--- config.mk ---
export PLATFORM = sky130hd
export DESIGN_NAME = flit_packetizer
export DESIGN_NICKNAME = d
export VERILOG_FILES = /design/src/rtl/flit_packetizer.sv
export SDC_FILE = /design/constraint.sdc
export NUM_CORES = 1
export LEC_CHECK = 0
export ABC_AREA = 1
export BUFFER_PORTS_ARGS = -buffer_cell sky130_fd_sc_hd__buf_4
export CORE_AREA = 8 8 134 99
export DETAILED_ROUTE_END_ITERATION = 7
export DIE_AREA = 0 0 142 107
export PLACE_DENSITY = 0.78
export SLEW_MARGIN = 20
export SYNTH_ARGS = -nofsm -noshare
export SYNTH_HDL_FRONTEND = slang
export SYNTH_SLANG_ARGS = --single-unit
export TNS_END_PERCENT = 1
--- constraint.sdc ---
create_clock -name clk -period 12.6 [get_ports clk]
set_input_delay 2.52 -clock clk [delete_from_list [all_inputs] [get_ports clk]]
set_output_delay 2.52 -clock clk [all_outputs]
set_load 0.01 [all_outputs]
--- src/rtl/flit_packetizer.sv ---
module flit_packetizer #(
  parameter int ADDR_W    = 4,
  parameter int ID_W      = 8,
  parameter int STEP_W    = 8,
  parameter int FLIT_W    = 16,
  parameter int MAX_WORDS = 6,
  localparam int CNT_W    = $clog2(MAX_WORDS + 1),
  localparam int IDX_W    = $clog2(MAX_WORDS + 2),
  localparam int HDR_W    = 2 * ADDR_W + ID_W
) (
  input  logic                        clk,
  input  logic                        rst_n,
  input  logic [STEP_W-1:0]           step,
  input  logic                        msg_valid,
  output logic                        msg_ready,
  input  logic [ADDR_W-1:0]           msg_dest,
  input  logic [ADDR_W-1:0]           msg_src,
  input  logic [ID_W-1:0]             msg_id,
  input  logic [STEP_W-1:0]           msg_time,
  input  logic [CNT_W-1:0]            msg_count,
  input  logic [MAX_WORDS*FLIT_W-1:0] msg_data,
  output logic                        flit_valid,
  input  logic                        flit_ready,
  output logic [FLIT_W-1:0]           flit_data,
  output logic                        flit_last,
  output logic [IDX_W-1:0]            flit_idx
);

  logic                        busy, go;
  logic [IDX_W-1:0]            idx;
  logic [CNT_W-1:0]            cnt_q;
  logic [HDR_W-1:0]            hdr_q;
  logic [STEP_W-1:0]           time_q;
  logic [MAX_WORDS*FLIT_W-1:0] data_q;
  logic [IDX_W-1:0]            cnt_x, top_idx, word_sel;
  logic                        take;

  assign take      = msg_valid && !busy;
  assign msg_ready = !busy;
  assign cnt_x     = IDX_W'(cnt_q);
  assign top_idx   = cnt_x + IDX_W'(1);
  assign word_sel  = cnt_x - IDX_W'(1) - idx;

  assign flit_valid = busy && (go || step == time_q);
  assign flit_last  = flit_valid && idx == '0;
  assign flit_idx   = idx;

  always_ff @(posedge clk) begin
    if (!rst_n) begin
      busy <= 1'b0;
      go   <= 1'b0;
      idx  <= '0;
    end else if (!busy) begin
      if (msg_valid) begin
        busy <= 1'b1;
        go   <= 1'b0;
        idx  <= IDX_W'(msg_count) + IDX_W'(1);
      end
    end else begin
      if (flit_valid) go <= 1'b1;
      if (flit_valid && flit_ready) begin
        if (idx == '0) begin
          busy <= 1'b0;
          go   <= 1'b0;
        end else begin
          idx <= idx - IDX_W'(1);
        end
      end
    end
  end

  always_ff @(posedge clk) begin
    if (take) begin
      hdr_q  <= {msg_dest, msg_src, msg_id};
      cnt_q  <= msg_count;
      time_q <= msg_time;
      data_q <= msg_data;
    end
  end

  always_comb begin
    flit_data = '0;
    if (idx == top_idx) begin
      flit_data[HDR_W-1:0] = hdr_q;
    end else if (idx == cnt_x) begin
      flit_data[CNT_W-1:0] = cnt_q;
    end else begin
      for (int k = 0; k < MAX_WORDS; k++)
        if (word_sel == IDX_W'(k)) flit_data = data_q[k*FLIT_W +: FLIT_W];
    end
  end

endmodule


# Word-level counts from Yosys, hierarchy flattened
# Cells that the tools add are included.
[totals] wordCells=54 ram_bits=0 mem_count=0 out_inout_bits=22 reg_bits=128 mem_bits_ro=0 latchBits=0
[op_classes] mux=22 div_mod_pow=0 n_mul=0 eq_ne=10 bitwise_logic=0 addsub=5 n_shift=0 n_reduce_logical=10 order_cmp=0
[op_table] cell="16-bit 2-to-1 mux" n=7
[op_table] cell="3-bit 2-to-1 mux" n=5
[op_table] cell="13-bit 2-to-1 mux" n=1
[op_table] cell="1-bit 2-to-1 mux" n=9
[op_table] cell="8-bit == test" n=1
[op_table] cell="3-bit by 1-bit adder with 3-bit output (second input constant)" n=2
[op_table] cell="3-bit by 2-bit == test with 1-bit output (second input constant)" n=2
[op_table] cell="3-bit == test" n=2
[op_table] cell="3-bit == test (second input constant)" n=2
[op_table] cell="3-bit zero test" n=2
[op_table] cell="3-bit by 1-bit subtractor with 3-bit output (second input constant)" n=2
[op_table] cell="1-bit logical AND" n=4
[op_table] cell="3-bit by 1-bit == test with 1-bit output (second input constant)" n=1
[op_table] cell="3-bit AND reduction" n=1
[op_table] cell="3-bit subtractor" n=1
[op_table] cell="2-bit by 1-bit inequality test with 1-bit output (second input constant)" n=1
[op_table] cell="2-bit inequality test (second input constant)" n=1
[op_table] cell="2-bit nonzero test" n=1
[op_table] cell="1-bit zero test" n=1
[op_table] cell="1-bit logical OR" n=1

# Logic depth before layout (Yosys ltp)
# Gate-level depths: netlist of the first run.
[logic_depth] depth_word=11 depth_mapped=14

# Least setup slack after synthesis of the first run
# OpenSTA, ideal clock, no wires.
[synth_timing] kind="input to register" from="in msg_valid" to="reg idx[0] (netlist: flit_idx[0])" t_arrival_ns=8.680 path_buffers=0 path_stages=7 setup_ns=0.113 path_slack_ns=3.807 path_cell_list="inv_1 -> nor2_1 -> inv_1 -> nand2_1 -> nand2_1 -> nand2_1 -> nor2_1"
[synth_between] elab_chain_len=2
[synth_rtl] element="start, declared" line="14" text="input logic msg_valid,"
[synth_rtl] element="2-bit nonzero test (no line)"
[synth_rtl] element="3-bit AND reduction (no line)"
[synth_rtl] element="end signal, assigned" line="57" text="idx <= IDX_W'(msg_count) + IDX_W'(1);"
[synth_rtl] element="end signal, assigned" line="66" text="idx <= idx - IDX_W'(1);"
[synth_rtl] element="end, declared" line="30" text="logic [IDX_W-1:0] idx;"
# Every way passes these cells.
# A chain may end at the register's enable or synchronous reset.

# Worst setup path after layout of the first run
[layout_timing] from="in step[2]" to="out flit_last"
[layout_between] elab_chain_len=4
[layout_rtl] element="start, declared" line="13" text="input logic [STEP_W-1:0] step,"
[layout_rtl] element="8-bit == test" line="44" text="assign flit_valid = busy && (go || step == time_q);"
[layout_rtl] element="1-bit logical OR" line="44"
[layout_rtl] element="1-bit logical AND" line="44"
[layout_rtl] element="1-bit logical AND" line="45" text="assign flit_last = flit_valid && idx == '0;"
[layout_rtl] element="end, declared" line="25" text="output logic flit_last,"
# Every way passes these cells.

==> reports/summary.log, run 1 <==
[outcome] result of the run complete, no violations
[sta] minimum clock period 6.01 ns
[clock_tree] cell chosen for the clock root sky130_fd_sc_hd__clkbuf_16
[hold_path] source of the worst hold timing path go
[final_layout] Core Util, Final 65.1%
[synthesis] sequential element share of the synthesized area 69.7%
[clock_tree] clock edge transition at the registers on the reported setup and hold paths 0.06 ns
[routing] drt total wl 13.2 mm
[critical_path] data arrival at the endpoint of the critical path 3.49 ns
[routing] detailed-route DRC error count 0
[synthesis] number of distinct standard cells referenced by the synthesized netlist 32
[clock_tree] buffer depth of the longest clock path 2
[final_layout] diode count 0
[die] horizontal die dimension 142 um
[clock_tree] H-tree Lvls 4
[sta] slew margin rel. 36.6%
[global_routing] maximum number of pins on one net before global-route repair 90
[pwr] total power consumption of the routed design 1.22 mW
[clock_tree] Num CTS Buffers 17
[clock_tree] later-pin clock latency in the skew report 0.41 ns
[final_layout] Area Overhead vs Synth 35.0%
[run] max-cap violations 0
[placement] Final Wtd Congestion 0.807
[clock_tree] buffer count from post-CTS setup fixing 0
[die] Die Outline Area 0.0152 mm^2
[clock_tree] hold buffer count at cts 0
[pwr] reported leakage power 3.12 nW
[sta] number of slew-limit violations in the final report 0
[final_layout] fillcell total 851
[placement] port bufs 156
[routing] Routed wire per std cell 16.8 um
[sta] setup-violating endpoint count in the final report 0
[routing] drt pass-1 iters 5
[critical_path] FF-to-FF Start busy
[global_routing] total grt overflow 0
[clock_tree] Post-CTS Resized 0
[final_layout] share of final-layout standard cells stronger than drive strength 1 34.2%
[synthesis] Yosys warnings 0
[routing] vias post-DR 3,815
[routing] DRC marker count from the first detailed-route iteration 211
[sta] number of hold violations in the final report 0
[die] Die Span Y 107 um
[synthesis] Synthesized Nets 595
[die] number of rows created at floorplan 33
[clock_tree] sinks on the clock net 128
[global_routing] number of antenna violations at the first check in global routing 0
[global_routing] global router's overall resource usage 17.7%
[critical_path] WP data required 10.08 ns
[hold_path] worst min-delay path endpoint go
[placement] Inst Count DP 753
[critical_path] worst flop-to-flop path endpoint data_q[5]
[routing] Vias per Instance 4.86
[die] initial core utilization 48.3%
[pwr] power density over cell area 166 mW/mm^2
[critical_path] worst setup path category in2out
[critical_path] slack of the worst reg-to-reg path 10.24 ns
[clock_tree] CTS tree yes
[routing] post-route ant nets 0
[hold_path] Hold Path Cell Cnt 2
[synthesis] synthesis-stage register bit count 128
[final_layout] number of nets in the layout 757
[sta] setup repair after global routing missed its margin no
[final_layout] sequential standard cell area 0.00379 mm^2
[pwr] largest voltage drop on the vdd net 0.105 mV
[sta] highest clock frequency the design can meet 167 MHz
[critical_path] critical path endpoint category primary output
[sta] period utilisation layout 47.7%
[sta] total negative slack 0 ns
[critical_path] startpoint type of the worst setup path input pin
[sta] worst hold slack 0.479 ns
[die] ports placed on the boundary 157
[critical_path] cell depth of the worst flop-to-flop path 2
[synthesis] Avg Synthesized Cell Area 12.0 um^2
[die] placeable core area 0.0113 mm^2
[synthesis] post-synth design cell area 0.00544 mm^2
[placement] DP HPWL 9.72 mm
[final_layout] post-route non-filler standard cell count 785
[sta] worst setup skew after layout 0.00765 ns
[final_layout] area used by multi-input combinational logic 0.00144 mm^2
[global_routing] first-pass GRT wire length 20.4 mm
[hold_path] worst min-delay path category reg2reg
[critical_path] CP Max Fanout 2
[synthesis] number of standard cells after synthesis 453
[sta] Slew @ Worst Pin 0.949 ns
[global_routing] number of global-route vias before repair 3,977
sequential cells by signal, summed over array words and instances (netlist names):
signal    flops
cnt_q         3
busy          1
data_q       96
go            1
time_q        8
hdr_q        16
flit_idx      3
critical path, stage by stage:
cell and delay, ns:
sky130_fd_sc_hd__buf_4 0.11, sky130_fd_sc_hd__xnor2_1 0.14, sky130_fd_sc_hd__nand2_1 0.07, sky130_fd_sc_hd__nor2_1 0.10
sky130_fd_sc_hd__nand2_1 0.09, sky130_fd_sc_hd__nand2_1 0.08, sky130_fd_sc_hd__nand2_1 0.07, sky130_fd_sc_hd__nor2_1 0.16
sky130_fd_sc_hd__buf_4 0.15
per-stage QoR:
| step | cell area [um^2] | setup slack (ns) |
|---|---|---|
| after global routing | 7340 | 6.44 |
| final | 7340 | 6.59 |
| after detailed placement | 6730 | 6.57 |
| after global placement | 6730 | 6.67 |
| after CTS | 7340 | 6.57 |
| after floorplan | 5440 | 3.81 |
synth_stat cells, drive strengths merged:
master | count | area, um^2
clkbuf | 2 | 11.3
nand3 | 54 | 288
nand3b | 1 | 7.51
edfxtp | 123 | 3690
xor2 | 1 | 8.76
inv | 31 | 121
o22ai | 1 | 6.26
o21ai | 4 | 20.0
a21oi | 32 | 198
xnor2 | 7 | 61.3
o211ai | 3 | 22.5
ha | 6 | 75.1
nand4 | 2 | 12.5
fa | 1 | 20.0
nor2 | 52 | 219
nor3 | 1 | 16.3
buf | 12 | 86.3
dfxtp | 5 | 100
and2 | 1 | 6.26
nand2 | 114 | 468
cell families after synthesis:
logic type,Yosys count,share of synthesized area (%)
fa+ha+maj,7,1.75
compound gates,40,4.53
flops,128,69.7
simple gates,225,18.7
xor+xnor,8,1.29
buf+inv,45,4.02
cells in the final DEF, fill, tap and decap left out, types with 6 or more instances in the layout:
cell type	synthesis	routed
sky130_fd_sc_hd__a21oi_1	22	22
sky130_fd_sc_hd__a21oi_2	10	10
sky130_fd_sc_hd__buf_4	3	156
sky130_fd_sc_hd__clkbuf_16	0	17
sky130_fd_sc_hd__edfxtp_1	123	123
sky130_fd_sc_hd__ha_1	6	6
sky130_fd_sc_hd__inv_1	26	26
sky130_fd_sc_hd__nand2_1	109	109
sky130_fd_sc_hd__nand3_1	52	52
sky130_fd_sc_hd__nor2_1	50	48
sky130_fd_sc_hd__xnor2_1	7	7
worst max path at each step:
stage | start | end | slack [ns] | cells past startpoint
after global placement | step[1] | flit_last | 6.67 | 11
after global routing | step[2] | flit_last | 6.44 | 9
after detailed placement | step[2] | flit_last | 6.57 | 9
after floorplan | msg_valid | flit_idx[0] | 3.81 | 7
after CTS | step[2] | flit_last | 6.57 | 9
final | step[2] | flit_last | 6.59 | 9
per-layer routing:
| metal | share of wire, % | track usage [%] |
|---|---|---|
| met1 | 43 | 22.6 |
| met2 | 49 | 27.9 |
| met3 | 6.8 | 5.19 |
| met4 | 1.5 | 7.49 |
| met5 | 0 | 0 |
report_power, final:
part / total (mW) / internal, mW / leakage [nW] / switching [mW]
combinational: 0.211 / 0.0880 / 1.62 / 0.123
clock: 0.500 / 0.315 / 0.296 / 0.186
sequential: 0.504 / 0.495 / 1.21 / 0.00852
total: 1.22 / 0.898 / 3.12 / 0.318
final cells by class:
class,count,share of cell area (%)
flip-flops and latches,128,51.7
multi-input cells,280,19.6
repair buffers,157,16.1
clock buffers,18,5.84
well taps,157,2.68
clock inverters,14,2.47
inverters,31,1.65
Note: power is estimated with default switching activity, not from simulation.
==> run 2, diff against run 1 <==
--- a/config.mk
+++ b/config.mk
@@ -7,10 +7,10 @@
 export LEC_CHECK = 0
 export ABC_AREA = 1
 export BUFFER_PORTS_ARGS = -buffer_cell sky130_fd_sc_hd__buf_4
-export CORE_AREA = 8 8 134 99
+export CORE_AREA = 8 8 138 102
 export DETAILED_ROUTE_END_ITERATION = 7
-export DIE_AREA = 0 0 142 107
-export PLACE_DENSITY = 0.78
+export DIE_AREA = 0 0 146 110
+export PLACE_DENSITY = 0.77
 export SLEW_MARGIN = 20
 export SYNTH_ARGS = -nofsm -noshare
 export SYNTH_HDL_FRONTEND = slang
==> constraint.sdc (replaced) <==
create_clock -name clk -period 4.81 [get_ports clk]
set_input_delay 0.962 -clock clk [delete_from_list [all_inputs] [get_ports clk]]
set_output_delay 0.962 -clock clk [all_outputs]
set_load 0.01 [all_outputs]
==> run 2 against run 1 <==
Net effect: die area rose by 5.7%; wire length rose by 2.1%; global-route usage fell by 0.90 points; largest cell class unchanged.
==> reports/summary.log, run 2 (synthesis results as in run 1) <==
[sta] slew margin rel. 50.4%
[critical_path] critical path endpoint category primary output
[placement] port bufs 156
[final_layout] share of final-layout standard cells stronger than drive strength 1 34.2%
[final_layout] area used by multi-input combinational logic 0.00144 mm^2
[sta] worst setup skew after layout 0.0117 ns
[routing] detailed-route DRC error count 0
[global_routing] first-pass GRT wire length 20.7 mm
[pwr] reported leakage power 3.12 nW
[die] initial core utilization 45.4%
[clock_tree] Post-CTS Resized 0
[clock_tree] CTS tree yes
[clock_tree] buffer count from post-CTS setup fixing 0
[sta] total negative slack 0 ns
[clock_tree] cell chosen for the clock root sky130_fd_sc_hd__clkbuf_16
[global_routing] number of antenna violations at the first check in global routing 0
[routing] Routed wire per std cell 17.0 um
[run] max-cap violations 0
[global_routing] number of global-route vias before repair 3,984
[final_layout] number of nets in the layout 758
[sta] number of hold violations in the final report 0
[global_routing] total grt overflow 0
[die] number of rows created at floorplan 34
[critical_path] delay of the slowest cell on the worst path 0.58 ns
[sta] setup-violating endpoint count in the final report 0
[pwr] power density over cell area 433 mW/mm^2
[routing] Vias per Instance 4.86
[final_layout] register ranked first by flip-flop count data_q
[final_layout] Area Overhead vs Synth 35.3%
[die] ports placed on the boundary 157
[die] placeable core area 0.0120 mm^2
[die] Die Outline Area 0.0161 mm^2
[clock_tree] H-tree Lvls 4
[hold_path] worst min-delay path category reg2reg
[final_layout] most common library cell in the layout ignoring fill and taps sky130_fd_sc_hd__buf_4
[global_routing] global router's overall resource usage 16.8%
[critical_path] worst setup path category reg2out
[sta] worst hold slack 0.500 ns
[final_layout] sequential standard cell area 0.00379 mm^2
[sta] Slew @ Worst Pin 0.742 ns
[global_routing] maximum number of pins on one net before global-route repair 125
[clock_tree] later-pin clock latency in the skew report 0.41 ns
[routing] vias post-DR 3,844
[critical_path] data arrival at the endpoint of the critical path 3.08 ns
[die] Die Span Y 110 um
[final_layout] diode count 0
[routing] DRC marker count from the first detailed-route iteration 378
[clock_tree] buffer depth of the longest clock path 2
[final_layout] largest registers ranked by flip-flop count data_q x96, hdr_q x16, time_q x8
[routing] drt pass-1 iters 5
[sta] setup slack of the critical path after layout 0.766 ns
[critical_path] ordered list of cells on the worst path inv_1 > ha_1 > fa_1 > nor2_4 > nand2_8 > inv_2 > a21oi_1 > nand3_1 > nand2_1 > nand2_1 > buf_4
[routing] post-route ant nets 0
[clock_tree] hold buffer count at cts 0
[clock_tree] Num CTS Buffers 17
[die] horizontal die dimension 146 um
[final_layout] most frequent cells in the layout sky130_fd_sc_hd__buf_4, sky130_fd_sc_hd__edfxtp_1, sky130_fd_sc_hd__nand2_1, sky130_fd_sc_hd__nand3_1, sky130_fd_sc_hd__nor2_1
[final_layout] fillcell total 953
[sta] setup repair after global routing missed its margin no
[critical_path] WP data required 3.85 ns
[critical_path] CP most frequent cell sky130_fd_sc_hd__nand2_1
[routing] drt total wl 13.4 mm
[sta] minimum clock period 4.04 ns
[critical_path] startpoint type of the worst setup path flop
[sta] period utilisation layout 84.1%
[critical_path] CP Max Fanout 17
[final_layout] flip-flop count of the largest register after layout 96
[outcome] result of the run complete, no violations
[placement] Final Wtd Congestion 0.821
[sta] highest clock frequency the design can meet 247 MHz
[sta] number of slew-limit violations in the final report 0
[clock_tree] sinks on the clock net 128
[final_layout] Core Util, Final 61.4%
[pwr] largest voltage drop on the vdd net 0.274 mV
[placement] worst-case setup slack after placement 1.17 ns
[placement] DP HPWL 9.92 mm
[critical_path] slowest CP cell sky130_fd_sc_hd__fa_1
[clock_tree] clock edge transition at the registers on the reported setup and hold paths 0.06 ns
[run 2: stage by stage]
stage                     instance area, um^2  total power [mW]  cells
after floorplan                          5450              1.65    453
after global placement                   6750              1.89    759
after detailed placement                 6750              1.90    759
after CTS                                7360              3.21    791
after global routing                     7360              3.32    791
final                                    7360              3.18    791
[run 2: final cells by class]
| type | count | area share [%] |
|---|---|---|
| Sequential cell | 128 | 51.5 |
| Multi-Input combinational cell | 280 | 19.5 |
| Timing Repair Buffer | 158 | 16.3 |
| Clock buffer | 17 | 5.78 |
| Tap cell | 162 | 2.75 |
| Clock inverter | 15 | 2.48 |
| Inverter | 31 | 1.65 |
[run 2: path summary, 6_finish.rpt]
check,endpoint,slack [ns],from,cells past startpoint
max,flit_data[7],0.77,flit_idx[0],11
min,go,0.50,go,2
max reg2reg,flit_idx[1],3.08,busy,7
min reg2reg,go,0.50,go,2
[run 2: power by group]
| group | switching, mW | total (mW) | leakage [nW] | internal, mW |
|---|---|---|---|---|
| clock network | 0.483 | 1.30 | 0.288 | 0.820 |
| registers | 0.0232 | 1.32 | 1.21 | 1.30 |
| logic | 0.326 | 0.560 | 1.62 | 0.233 |
[run 2: layer usage]
layer | up-vias | global-route usage [%] | part of all wire (%) | wire length [um]
met3 | 9 | 4.49 | 6.4 | 861
met2 | 144 | 26.1 | 46 | 6240
met1 | 1796 | 22.6 | 46 | 6190
met5 | - | 0 | 0 | 0
met4 | 0 | 6.52 | 1.1 | 144
li1 | 1895 | - | - | -
[run 2: worst max-delay path: cells and delay by family, from the launching register on]
family / cells / cell delay, ns
AO/OA/AOI/OAI: 1 / 0.09
adder cells (fa/ha/maj): 2 / 0.80
buffers and inverters: 3 / 0.51
flip-flops: 1 / 0.34
AND/OR/NAND/NOR: 5 / 0.92
